==> src/rtl/fe_pkg.sv <==
package fe_pkg;
    localparam int XLEN    = 32;
    localparam int WADDR_W = XLEN - 2;
    localparam logic [XLEN-1:0] NOP_WORD = 32'h0000_0013;
    localparam logic [XLEN-1:0] PC_STEP  = 32'd4;

    typedef logic [XLEN-1:0]    word_t;
    typedef logic [WADDR_W-1:0] waddr_t;

    typedef struct packed {
        word_t instr;
        word_t pc;
    } ex_slot_t;

    function automatic waddr_t byte_to_word(input word_t a);
        return a[XLEN-1:2];
    endfunction
endpackage

==> src/rtl/fe_pc_gen.sv <==
module fe_pc_gen
    import fe_pkg::*;
#(
    parameter word_t RESET_PC = '0
) (
    input  logic   clk,
    input  logic   rst,
    input  logic   redirect_i,
    input  word_t  target_i,
    output word_t  pc_o,
    output waddr_t waddr_o
);
    word_t pc_q;

    always_ff @(posedge clk) begin
        if (rst)             pc_q <= RESET_PC;
        else if (redirect_i) pc_q <= target_i;
        else                 pc_q <= pc_q + PC_STEP;
    end

    assign pc_o    = pc_q;
    assign waddr_o = byte_to_word(pc_q);

    AST_PC_SEQ_STEP: assert property (@(posedge clk) disable iff (rst)
        (!$past(rst) && !$past(redirect_i)) |-> (pc_o == $past(pc_o) + 32'd4));
    AST_PC_TAKES_TARGET: assert property (@(posedge clk) disable iff (rst)
        (!$past(rst) && $past(redirect_i)) |-> (pc_o == $past(target_i)));
    AST_PC_RESET_VAL: assert property (@(posedge clk)
        $past(rst) |-> (pc_o == RESET_PC));
endmodule

==> src/rtl/fe_kill_mux.sv <==
module fe_kill_mux
    import fe_pkg::*;
(
    input  logic  kill_i,
    input  word_t word_i,
    output word_t word_o
);
    always_comb begin
        word_o = kill_i ? NOP_WORD : word_i;
    end
endmodule

==> src/rtl/fe_stage_reg.sv <==
module fe_stage_reg
    import fe_pkg::*;
#(
    parameter word_t RESET_PC = '0
) (
    input  logic     clk,
    input  logic     rst,
    input  logic     kill_i,
    input  word_t    raw_word_i,
    input  ex_slot_t slot_i,
    output ex_slot_t slot_o
);
    ex_slot_t slot_q;

    always_ff @(posedge clk) begin
        if (rst) begin
            slot_q.instr <= NOP_WORD;
            slot_q.pc    <= RESET_PC;
        end else begin
            slot_q <= slot_i;
        end
    end

    assign slot_o = slot_q;

    AST_SQUASH_NOP: assert property (@(posedge clk) disable iff (rst)
        (!$past(rst) && $past(kill_i)) |-> (slot_o.instr == 32'h0000_0013));
    AST_PASS_THROUGH: assert property (@(posedge clk) disable iff (rst)
        (!$past(rst) && !$past(kill_i)) |-> (slot_o.instr == $past(raw_word_i)));
    AST_RESET_NOP: assert property (@(posedge clk)
        $past(rst) |-> (slot_o.instr == 32'h0000_0013));
endmodule

==> src/rtl/fe_front_end.sv <==
module fe_front_end
    import fe_pkg::*;
#(
    parameter logic [31:0] RESET_PC = 32'h0000_0000
) (
    input  logic        clk,
    input  logic        rst,
    input  logic [31:0] fetch_word_i,
    input  logic        redirect_i,
    input  logic [31:0] redirect_pc_i,
    output logic [29:0] fetch_waddr_o,
    output logic [31:0] ex_instr_o,
    output logic [31:0] ex_pc_o
);
    word_t    pc;
    waddr_t   waddr;
    word_t    gated_word;
    ex_slot_t next_slot;
    ex_slot_t cur_slot;

    fe_pc_gen #(.RESET_PC(RESET_PC)) u_pc_gen (
        .clk        (clk),
        .rst        (rst),
        .redirect_i (redirect_i),
        .target_i   (redirect_pc_i),
        .pc_o       (pc),
        .waddr_o    (waddr)
    );

    fe_kill_mux u_kill_mux (
        .kill_i (redirect_i),
        .word_i (fetch_word_i),
        .word_o (gated_word)
    );

    always_comb begin
        next_slot.instr = gated_word;
        next_slot.pc    = pc;
    end

    fe_stage_reg #(.RESET_PC(RESET_PC)) u_stage_reg (
        .clk        (clk),
        .rst        (rst),
        .kill_i     (redirect_i),
        .raw_word_i (fetch_word_i),
        .slot_i     (next_slot),
        .slot_o     (cur_slot)
    );

    assign fetch_waddr_o = waddr;
    assign ex_instr_o    = cur_slot.instr;
    assign ex_pc_o       = cur_slot.pc;

    AST_EX_PC_TRACK: assert property (@(posedge clk) disable iff (rst)
        !$past(rst) |-> (ex_pc_o == {$past(fetch_waddr_o), 2'b00} + ($past(pc) & 32'd3)));
endmodule

==> config.mk <==
export PLATFORM = sky130hd
export DESIGN_NAME = fe_front_end
export DESIGN_NICKNAME = d
export VERILOG_FILES = /design/src/rtl/fe_pkg.sv /design/src/rtl/fe_pc_gen.sv /design/src/rtl/fe_kill_mux.sv /design/src/rtl/fe_stage_reg.sv /design/src/rtl/fe_front_end.sv
export SDC_FILE = /design/constraint.sdc
export NUM_CORES = 1
export LEC_CHECK = 0
export ABC_AREA = 1
export CAP_MARGIN = 40
export CORE_ASPECT_RATIO = 0.7
export CORE_UTILIZATION = 30
export CTS_CLUSTER_DIAMETER = 120
export DETAILED_ROUTE_END_ITERATION = 12
export DONT_BUFFER_PORTS = 1
export GPL_TIMING_DRIVEN = 0
export PLACE_DENSITY_LB_ADDON = 0.25
export RECOVER_POWER = 25
export SLEW_MARGIN = 20
export SYNTH_ARGS = -nofsm -noshare
export SYNTH_HDL_FRONTEND = slang
export SYNTH_HIERARCHICAL = 1
export SYNTH_SLANG_ARGS = --single-unit
==> constraint.sdc <==
create_clock -name clk -period 3.2 [get_ports clk]
set_input_delay 0.16 -clock clk [delete_from_list [all_inputs] [get_ports clk]]
set_output_delay 0.16 -clock clk [all_outputs]
set_load 0.02 [all_outputs]
Yosys cells after proc, flatten, opt, wreduce, memory -nomap -nowiden
Cells that the tools add are included.

word-level totals
  bits in latches = 0
  RAM bits = 0
  flip-flop bits (word level) = 96
  memories = 0
  output and inout port bits = 94
  bits of input ports = 67
  ROM bits = 0
  word-level logic and storage cells = 6

cells by class
  shifts and indexed selects = 0
  mux-type cells = 1
  $add $sub $neg = 1
  reductions and logical operators = 1
  equality and inequality tests = 0
  magnitude comparators = 0
  bitwise gates (word level) = 0
  divide/modulo/power cells = 0
  multiply operators = 0

operators by type and width
  kind                                                              number
  32-bit by 3-bit adder with 32-bit output (second input constant)  1
  32-bit two-way mux                                                1
  2-bit OR reduction                                                1

Depth between registers and ports, before layout
  word-level depth = 2
  mapped depth = 9
  gate-level depth less buffers = 9

Cells and area by module
The synthesis kept the hierarchy.

modules (own cells, without submodules)
  module        instances  cells each  area an instance (um^2)  sequential area each (um^2)
  fe_pc_gen     1          381         2,278.4                  640.6
  fe_stage_reg  1          200         1,844.3                  1,281.2
  fe_kill_mux   1          68          261.5                    0.0

Worst setup path after synthesis
No wires, ideal clock.

  kind = reg2reg
  start = register u_pc_gen.pc_q[2] (netlist: u_pc_gen/pc_o[2])
  end = register u_pc_gen.pc_q[26] (netlist: u_pc_gen/pc_o[26])
  data required time = 3.083 ns
  period minus slack after synthesis = 1.405 ns
  path buffers = 0
  data arrival time = 1.288 ns
  slack = 1.795 ns
  setup time = 0.117 ns
  stages on the path, launching flop included = 9
  path through = dfxtp_1 -> ha_1 -> inv_1 -> nor2_4 -> nand2_2 -> nor2_2 -> a21oi_1 -> nor2_1 -> nor2_1

on the way
  longest elaborated chain between the ends = 2

RTL lines
  element                                   line             source
  from (decl)                               fe_pc_gen.sv:13  word_t pc_q;
  from (signal assigned)                    fe_pc_gen.sv:17  else if (redirect_i) pc_q <= target_i;
  from (signal assigned)                    fe_pc_gen.sv:18  else pc_q <= pc_q + PC_STEP;
  32-bit by 3-bit adder with 32-bit output  fe_pc_gen.sv:18
  32-bit two-way mux                        fe_pc_gen.sv:17

No other way between the ends.
A chain may end at the register's enable or synchronous reset.

Worst setup path after layout
  start = register u_pc_gen.pc_q[2] (netlist: u_pc_gen/pc_o[2])
  end = register u_pc_gen.pc_q[16] (netlist: u_pc_gen/pc_o[16])

The elaborated chain is that of the path after synthesis.

==> impl_results.md <==
* Vias in the first global route at 3,452
* Setup Viol. Count Final at 0
* Wirelength, routed at 12.1 mm
* Crit path required time at 3.50 ns
* CP Class: reg -> reg
* Maximum fanout along the worst path at 6
* Die area at 15,100 um^2
* WL/cell at 13.5 um
* Worst-path cell chain: ha_1 -> nand3_1 -> nor2_2 -> nand3_1 -> or2_0 -> nand3_1 -> nand2_1 -> inv_1
* Post-synthesis instance total at 649
* CP Launch Type: register
* Max-slew violation count at 0
* Synth unique cells at 24
* Largest net degree at the start of global routing at 19
* Chip height at 103 um
* Clock latency on the worst-skew pair at 0.35 ns
* Clock Pin Slew Worst Setup and Hold Paths at 0.07 ns
* Root buf cell: clkbuf_16
* Routed Antenna Nets at 0
* First-pass GRT wire length at 18.3 mm
* Clk sinks at 96
* Final Cell Area at 5350 um^2
* Worst setup EP type: register
* PD cells at 518 nW/um^2
* Die Wd at 146 um
* Power Total at 2.77 mW
* Synth Area per Inst at 6.76 um^2
* CP arrival at 2.06 ns
* Top Ports at 161
* Setup TNS at 0 ns
* Final min period at 1.77 ns
* Seq/Total Area, Yosys at 43.8%
* Starting density of the core at 31.1%
* CP delay by family, top: simple AND/OR/NAND/NOR gates
* Final Hold Fails at 0
* CTS Buffer Depth at 2
* Worst hold slack at 0.0107 ns
* Layout cell share with drive strength beyond 1 at 10.5%
* Number of antenna diodes at 0
* Hold Crit Class: in -> reg
* I/O Buffers at 0
* CTS tree: yes
* Grt ovf at 0
* Cts hold-fix bufs at 43
* Clk_skew at 0.00762 ns
* Area grow syn2layout at 22.0%
* Max-slew headroom at 61.6%
* Max-cap violations at 0
* Leakage at 2.50 nW
* Detailed Place HPWL at 9.17 mm
* Final period util at 55.2%
* Core ar. at 14,100 um^2
* Ys async rst share at 0%
* Vias per inst at 4.21
* Crit-path most repeated cell: nand3_1
* Yosys reg bits at 96
* Setup ws final at 1.43 ns
* Slowest Stage Delay on Critical Path at 0.45 ns
* Status: completed
* DP Area at 4620 um^2
* TritonRoute pass-1 iters at 5
* Non-filler cells, final at 898
* Crit-path slowest cell: dfxtp_1
* RSZ-0062 raised after global routing: false
* GPL Wtd Cong at 0.888
* Mapped Nets at 717
* Post-CTS Setup Inserts at 0
* Slew @ Worst Pin at 0.577 ns
* Peak Freq at 566 MHz
* Total of fill cells in the finished design at 1,497
* Inst Count DP at 839
* Post-Syn Area at 4380 um^2
* Peak supply drop at 0.000204 V
* Vias at 3,783
* Most frequent cells in the layout: nor2_1, inv_1, dfxtp_1
* Synth warn at 6
* Final net count at 771
* Commonest non-fill, non-tap cell in the layout: nor2_1
* FP Rows at 36
* Initial antenna violation count at 1
* Total Routing Usage GR at 16.1%
* Post-synth EDFFs at 0
* Max H-tree Level at 3
* Iter 0 DRT Violations at 158
* Main synth FF type: dfxtp_1
* CTS resizes at 0
* WP buf/inv at 1
* Util after Layout at 37.9%
* Place WS at 1.49 ns
* Remaining DRCs at 0
* CTS buffer count at 9
-- sequential cells by signal, summed over array words and instances (netlist names) --
| signal | cells |
|---|---|
| u_stage_reg/slot_o | 64 |
| u_pc_gen/pc_o | 32 |
-- synthesized netlist by cell type, types with 3 or more instances --
| cell | number | share of area [%] |
|---|---|---|
| o21ai_0 | 22 | 2.5 |
| buf_4 | 31 | 5.3 |
| xnor2_1 | 5 | 1.0 |
| buf_6 | 8 | 2.1 |
| or2_0 | 4 | 0.57 |
| nand2_2 | 4 | 0.57 |
| nand2_1 | 89 | 7.6 |
| clkbuf_1 | 6 | 0.51 |
| a21oi_1 | 10 | 1.1 |
| nor2_1 | 181 | 15 |
| inv_1 | 138 | 12 |
| nand3_1 | 29 | 3.3 |
| dfxtp_1 | 96 | 44 |
| nor2_4 | 3 | 0.77 |
| nor2_2 | 7 | 1.0 |
| xor2_1 | 4 | 0.80 |
-- final cells by class --
cell class | instances | area (um^2) | area share [%]
plain buffers | 49 | 363 | 6.79
clock buffers | 10 | 239 | 4.47
clock inverters | 6 | 56.3 | 1.05
inverters | 140 | 526 | 9.83
multi-input cells | 364 | 1570 | 29.4
flip-flops and latches | 96 | 1920 | 35.9
well taps | 190 | 238 | 4.45
repair buffers | 43 | 430 | 8.05
-- metal layers --
metal / vias up / global-route usage [%] / part of all wire (%)
li1: 1948 / - / -
met1: 1670 / 20.1 / 47
met2: 148 / 26.6 / 44
met3: 15 / 5.27 / 7.9
met4: 2 / 4.81 / 1.1
met5: - / 0 / 0.083
-- worst reg2reg max path: stages (launching register included) --
cell     delay, ns
dfxtp_1       0.45
ha_1          0.33
nand3_1       0.20
nor2_2        0.18
nand3_1       0.15
or2_0         0.23
nand3_1       0.08
nand2_1       0.06
inv_1         0.04
-- cell families (layout without fill, tap and decap cells) --
family	Yosys count	in the layout	share of synthesized area, %
simple gates	321	321	30.0
buf+inv	189	248	20.3
flops	96	96	43.8
compound gates	33	33	3.82
xor+xnor	9	9	1.80
fa+ha+maj	1	1	0.285
-- path summary, 6_finish.rpt --
kind | startpoint | endpoint | slack, ns | depth (start not counted)
min reg2reg | u_pc_gen/pc_o[1] | u_stage_reg/slot_o[1] | 0.42 | 2
max reg2reg | u_pc_gen/pc_o[2] | u_pc_gen/pc_o[16] | 1.43 | 8
min | redirect_pc_i[19] | u_pc_gen/pc_o[19] | 0.01 | 2
max | u_pc_gen/pc_o[2] | u_pc_gen/pc_o[16] | 1.43 | 8
-- power by group --
part / switching [mW] / internal [mW] / total, mW
combinational: 0.173 / 0.137 / 0.310
clock: 0.526 / 0.568 / 1.09
sequential: 0.106 / 1.26 / 1.37
total: 0.805 / 1.96 / 2.77
(Power assumes the default switching activity.)
